<file path="config.mk">
export PLATFORM = sky130hd
export DESIGN_NAME = tx_fifo_start_ctl
export DESIGN_NICKNAME = d
export VERILOG_FILES = /design/src/rtl/tx_start_pkg.sv /design/src/rtl/tx_thr_reg.sv /design/src/rtl/tx_burst_ctl.sv /design/src/rtl/tx_start_fsm.sv /design/src/rtl/tx_fifo_start_ctl.sv
export SDC_FILE = /design/constraint.sdc
export NUM_CORES = 1
export LEC_CHECK = 0
export ABC_AREA = 1
export BUFFER_PORTS_ARGS = -buffer_cell sky130_fd_sc_hd__buf_2
export CAP_MARGIN = 20
export CORE_MARGIN = 5
export CORE_UTILIZATION = 35
export CTS_BUF_LIST = sky130_fd_sc_hd__clkbuf_4
export DETAILED_ROUTE_END_ITERATION = 10
export PLACE_DENSITY = 0.67
export REMOVE_ABC_BUFFERS = 1
export SLEW_MARGIN = 5
export SYNTH_ARGS = -nofsm -noshare
export SYNTH_HDL_FRONTEND = slang
export SYNTH_SLANG_ARGS = --single-unit
</file>
<file path="constraint.sdc">
create_clock -name clk -period 1.4 [get_ports clk]
set_input_delay 0.07 -clock clk [delete_from_list [all_inputs] [get_ports clk]]
set_output_delay 0.07 -clock clk [all_outputs]
set_load 0.01 [all_outputs]
</file>
<file path="src/rtl/tx_start_pkg.sv">
package tx_start_pkg;
    typedef logic [1:0] thr_code_t;

    typedef enum logic {
        ST_ARMED = 1'b0,
        ST_SENT  = 1'b1
    } start_state_t;

    localparam int unsigned THR_BASE_BYTES = 64;

    function automatic logic [15:0] thr_bytes(input thr_code_t code);
        return 16'(THR_BASE_BYTES) << code;
    endfunction
endpackage

</file>
<file path="src/rtl/tx_thr_reg.sv">
module tx_thr_reg
    import tx_start_pkg::*;
(
    input  logic      clk,
    input  logic      rst_n,
    input  logic      tx_run,
    input  logic      wr_en,
    input  thr_code_t wr_code,
    output thr_code_t code
);
    typedef struct packed {
        thr_code_t code;
    } thr_st_t;

    thr_st_t st_d, st_q;

    always_comb begin
        st_d = st_q;
        if (wr_en && !tx_run) begin
            st_d.code = wr_code;
        end
    end

    always_ff @(posedge clk) begin
        if (!rst_n) begin
            st_q <= '0;
        end else begin
            st_q <= st_d;
        end
    end

    assign code = st_q.code;


    code_frozen_chk: assert property (@(posedge clk) disable iff (!rst_n)
        (tx_run && $past(tx_run)) |-> $stable(st_q.code));
endmodule

</file>
<file path="src/rtl/tx_burst_ctl.sv">
module tx_burst_ctl #(
    parameter int unsigned PBL_W  = 6,
    parameter int unsigned FREE_W = 7,
    parameter int unsigned MIN_LW = 16
) (
    input  logic              clk,
    input  logic              rst_n,
    input  logic              tx_run,
    input  logic [PBL_W-1:0]  burst_len,
    input  logic [FREE_W-1:0] free_lw,
    output logic              req_en,
    output logic [FREE_W-1:0] burst_lw
);
    localparam logic [FREE_W-1:0] MIN_V = FREE_W'(MIN_LW);

    typedef struct packed {
        logic              req;
        logic [FREE_W-1:0] burst;
    } burst_st_t;

    burst_st_t st_d, st_q;
    logic              unbounded;
    logic [FREE_W-1:0] need_lw;

    always_comb begin
        unbounded = (burst_len == '0);
        need_lw   = unbounded ? MIN_V : FREE_W'(burst_len);
        st_d      = '0;
        if (tx_run && (free_lw >= need_lw)) begin
            st_d.req   = 1'b1;
            st_d.burst = unbounded ? free_lw : FREE_W'(burst_len);
        end
    end

    always_ff @(posedge clk) begin
        if (!rst_n) begin
            st_q <= '0;
        end else begin
            st_q <= st_d;
        end
    end

    assign req_en   = st_q.req;
    assign burst_lw = st_q.burst;


    idle_burst_zero_chk: assert property (@(posedge clk) disable iff (!rst_n)
        !req_en |-> (burst_lw == '0));


    unbounded_min_chk: assert property (@(posedge clk) disable iff (!rst_n)
        (req_en && ($past(burst_len) == '0)) |-> (burst_lw >= MIN_V));


    burst_fits_chk: assert property (@(posedge clk) disable iff (!rst_n)
        req_en |-> (burst_lw <= $past(free_lw)));
endmodule

</file>
<file path="src/rtl/tx_start_fsm.sv">
module tx_start_fsm
    import tx_start_pkg::*;
#(
    parameter int unsigned BYTE_W = 12
) (
    input  logic              clk,
    input  logic              rst_n,
    input  logic              tx_run,
    input  thr_code_t         code,
    input  logic [BYTE_W-1:0] head_bytes,
    input  logic              head_complete,
    input  logic              frame_done,
    output logic              start
);
    typedef struct packed {
        start_state_t state;
        logic         pulse;
    } start_st_t;

    start_st_t         st_d, st_q;
    logic [BYTE_W-1:0] thr_b;
    logic              go;

    always_comb begin
        thr_b = BYTE_W'(thr_bytes(code));
        go    = tx_run && ((head_bytes > thr_b) ||
                           (head_complete && (head_bytes != '0)));
        st_d       = st_q;
        st_d.pulse = 1'b0;
        case (st_q.state)
            ST_ARMED: begin
                if (go) begin
                    st_d.pulse = 1'b1;
                    st_d.state = ST_SENT;
                end
            end
            ST_SENT: begin
                if (frame_done) begin
                    st_d.state = ST_ARMED;
                end
            end
            default: st_d.state = ST_ARMED;
        endcase
    end

    always_ff @(posedge clk) begin
        if (!rst_n) begin
            st_q <= '{state: ST_ARMED, pulse: 1'b0};
        end else begin
            st_q <= st_d;
        end
    end

    assign start = st_q.pulse;


    single_pulse_chk: assert property (@(posedge clk) disable iff (!rst_n)
        start |=> !start);


    start_needs_run_chk: assert property (@(posedge clk) disable iff (!rst_n)
        start |-> $past(tx_run));
endmodule

</file>
<file path="src/rtl/tx_fifo_start_ctl.sv">
module tx_fifo_start_ctl
    import tx_start_pkg::*;
#(
    parameter int unsigned PBL_W   = 6,
    parameter int unsigned FIFO_LW = 64,
    parameter int unsigned BYTE_W  = 12,
    parameter int unsigned MIN_LW  = 16,
    localparam int unsigned FREE_W = $clog2(FIFO_LW + 1)
) (
    input  logic              clk,
    input  logic              rst_n,
    input  logic              tx_run,
    input  logic              thr_wr_en,
    input  logic [1:0]        thr_wr_code,
    input  logic [PBL_W-1:0]  burst_len,
    input  logic [FREE_W-1:0] fifo_free_lw,
    input  logic [BYTE_W-1:0] head_bytes,
    input  logic              head_complete,
    input  logic              frame_done,
    output logic              dma_req_en,
    output logic [FREE_W-1:0] dma_burst_lw,
    output logic              tx_start
);
    thr_code_t code;

    tx_thr_reg u_thr (
        .clk     (clk),
        .rst_n   (rst_n),
        .tx_run  (tx_run),
        .wr_en   (thr_wr_en),
        .wr_code (thr_wr_code),
        .code    (code)
    );

    tx_burst_ctl #(
        .PBL_W  (PBL_W),
        .FREE_W (FREE_W),
        .MIN_LW (MIN_LW)
    ) u_burst (
        .clk       (clk),
        .rst_n     (rst_n),
        .tx_run    (tx_run),
        .burst_len (burst_len),
        .free_lw   (fifo_free_lw),
        .req_en    (dma_req_en),
        .burst_lw  (dma_burst_lw)
    );

    tx_start_fsm #(
        .BYTE_W (BYTE_W)
    ) u_start (
        .clk           (clk),
        .rst_n         (rst_n),
        .tx_run        (tx_run),
        .code          (code),
        .head_bytes    (head_bytes),
        .head_complete (head_complete),
        .frame_done    (frame_done),
        .start         (tx_start)
    );


    stopped_no_req_chk: assert property (@(posedge clk) disable iff (!rst_n)
        dma_req_en |-> $past(tx_run));
endmodule

</file>
==> results.json <==
{
  "synth_area_sq_um": 796,
  "synth_top_family_by_area": "simple AND/OR/NAND/NOR gates",
  "clkSlewWorstSetupHoldPaths_ns": 0.06,
  "crit_type": "flip-flop to flip-flop",
  "cp_num_buf_inv": 2,
  "regToRegSetupSlack_ns": 0.01,
  "outcome": "finished, final reports clean",
  "max_stage_delay_ns": 0.33,
  "synth-seq-area-share_pct": 30.2,
  "num_rows": 17,
  "r2r_cells": 12,
  "die_area_sq_um": 3330,
  "coreArea_sq_um": 2190,
  "io_buffers": 41,
  "ys_ff_latch": 12,
  "max_slew.worst_pin.slew_ns": 0.252,
  "rsz0062_at_grt": "true",
  "yosys.area_share.simple_pct": 33.3,
  "setup_viol": 0,
  "root_buffer": "clkbuf_4",
  "crit_fanout": 3,
  "post_drt_wl_per_cell_microns": 10.2,
  "drive_above_1_share_pct": 41.9,
  "n_antenna_cell": 0,
  "worst_setup_path_end_kind": "flip-flop",
  "cellPowerDensity_nw_per_um2": 676,
  "path_depth": 12,
  "gr-total-overflow": 0,
  "grtUsageMet2_pct": 21.3,
  "peakVddDrop_uv": 318,
  "drt_iter0_markers": 27,
  "timing.rr.end": "u_start.st_q[1]",
  "yosys.area_share.adder_pct": 15.7,
  "maxCapViolations": 0,
  "max_freq_ghz": 0.721,
  "rr_startpoint": "u_thr.code[1]",
  "insertion_delay_ns": 0.25,
  "power.leakage_nw": 0.667,
  "layout.cells.most_common_list": "buf_2 (41), nand2_1 (25), inv_1 (19), nor2_1 (18), dfxtp_1 (10)",
  "mostFrequentLayoutCell": "buf_2",
  "finalHoldViolations": 0,
  "worst_setup_path_start_kind": "flip-flop",
  "grt_use_met3_pct": 3.56,
  "synth_cells": 119,
  "vias": 909,
  "max_slew_margin_pct": 83.1,
  "cp.arrival_ns": 1.54,
  "pin_count": 42,
  "use_met1_pct": 13.7,
  "synth-compound-area-share_pct": 10.4,
  "critical_path.slowest_cell": "dfxtp_2",
  "fin_crit_ns": 1.39,
  "synth.distinct_cells": 17,
  "drt_wl_total_mm": 2.04,
  "holdCritPathClass": "primary input to flip-flop",
  "cts_buffers": 3,
  "grt_pass1_vias": 839,
  "cpMostUsedCell": "nand2_1",
  "cts_buffer_depth": 2,
  "htree_levels": 1,
  "synth_xor_area_share_pct": 0,
  "tns_ns": 0,
  "clock_sinks": 12,
  "antenna_found_initial": 0,
  "die_w_microns": 57.7,
  "top_usage_layer": "met2",
  "cts_setup_buffers": 0,
  "dpl.hpwl_mm": 1.75,
  "fin_crit_sh_pct": 99.1,
  "vias_per_cell": 4.55,
  "drtAntennaViolNets": 0,
  "critPathCapture": "u_start.st_q[1]",
  "syn_to_final_growth_pct": 49.8,
  "maxSlewViolCount": 0,
  "fin_nets": 217,
  "critPathLaunch": "u_thr.code[1]",
  "grt_start_max_net_pins": 9,
  "p_total_mw": 0.806,
  "cp_top_family": "simple AND/OR/NAND/NOR gates",
  "fp.dieH_microns": 57.7,
  "syn_area_per_cell_sq_um": 6.69,
  "cts_tree": "yes",
  "initial_core_util_pct": 36.3,
  "fin_skew_ns": 0.000371,
  "gp_congestion": 0.889,
  "dr.pass1.iters": 5,
  "synth.area.mux_share_pct": 0,
  "route.detailed.drc": 0,
  "cp.required_ns": 1.55,
  "grt_pass1_wl_mm": 3.30,
  "ys_warn_count": 0,
  "grtUsageTotal_pct": 12.6,
  "crit_chain": "inv_2, nand2_2, ha_4, nand2_1, inv_2, nand2_2, nor2_2, nand2_1, nand2_1, nand2_1, nand2_1, nand2_1"
}
where the power goes:
part	switching (mW)	leakage [nW]	internal [mW]
Combinational	0.128	0.554	0.121
Sequential	0.00723	0.0991	0.359
Clock	0.0922	0.0138	0.0990
flip-flops by register name, indices dropped and copies added (netlist names):
signal and count:
u_start.st_q 1, u_burst.req_en 1, u_start.start 1, u_burst.burst_lw 7, u_thr.code 2
worst min path at each step:
stage	from	to	slack [ns]	cells past startpoint
global placement	burst_len[2]	u_burst.burst_lw[2]	0.33	3
detailed placement	burst_len[2]	u_burst.burst_lw[2]	0.33	3
CTS	burst_len[2]	u_burst.burst_lw[2]	0.06	3
finish	burst_len[2]	u_burst.burst_lw[2]	0.07	3
floorplan	burst_len[0]	u_burst.burst_lw[0]	0.20	2
global route	burst_len[2]	u_burst.burst_lw[2]	0.07	3
Yosys cell counts:
library cell	number	area (sq um)
nor2_2	2	12.5
nor3b_1	1	7.51
nand4_1	2	12.5
nand3_1	2	10.0
inv_1	22	82.6
nor3_4	1	16.3
o21ai_0	3	15.0
dfxtp_1	12	240
a21oi_1	5	25.0
nand2_2	2	12.5
nor3_1	2	10.0
nor2_1	18	67.6
nand2_1	29	109
a31oi_1	6	37.5
nand3b_1	1	7.51
o21ai_1	1	5.00
ha_1	10	125
logic make-up after synthesis:
group,count (synthesis)
flip-flops,12
buffers and inverters,22
adder cells (fa/ha/maj),10
AO/OA/AOI/OAI,15
AND/OR/NAND/NOR,60
cell type report:
type / count / area, sq um
fill: 225 / 998
multi-input combinational: 85 / 537
timing repair buffer: 50 / 273
sequential: 12 / 243
inverter: 22 / 82.6
tap: 28 / 35.0
clock buffer: 3 / 22.5
worst register-to-register path, stage by stage (launching register included):
cell and delay, ns:
dfxtp_2 0.33, inv_2 0.06, nand2_2 0.07, ha_4 0.27, nand2_1 0.06, inv_2 0.06
nand2_2 0.05, nor2_2 0.11, nand2_1 0.06, nand2_1 0.06, nand2_1 0.04, nand2_1 0.06
nand2_1 0.05
routing by layer:
layer	vias to the layer above	part of all wire (%)
li1	486	-
met1	383	40
met2	36	46
met3	4	11
met4	0	2.6
met5	-	0
stage by stage:
stage,hold WS [ns],instance area (sq um),instances,utilization (%),setup slack [ns]
2_1_floorplan,0.202,796,119,-,-0.0769
5_1_grt,0.0665,1190,200,54.4,-0.113
6_report,0.0679,1190,200,54.4,0.0122
3_5_place_dp,0.331,1100,197,50.4,-0.193
3_3_place_gp,0.327,1100,197,50.4,-0.139
4_1_cts,0.0591,1140,200,52.2,0.00880
repair_timing:
item	4_1_cts	5_1_grt
resized for setup	6	8
hold buffers	0	0
pin swaps	0	3
endpoints found under the setup margin	2	4
No activity file was read; power rests on OpenSTA's default activity.
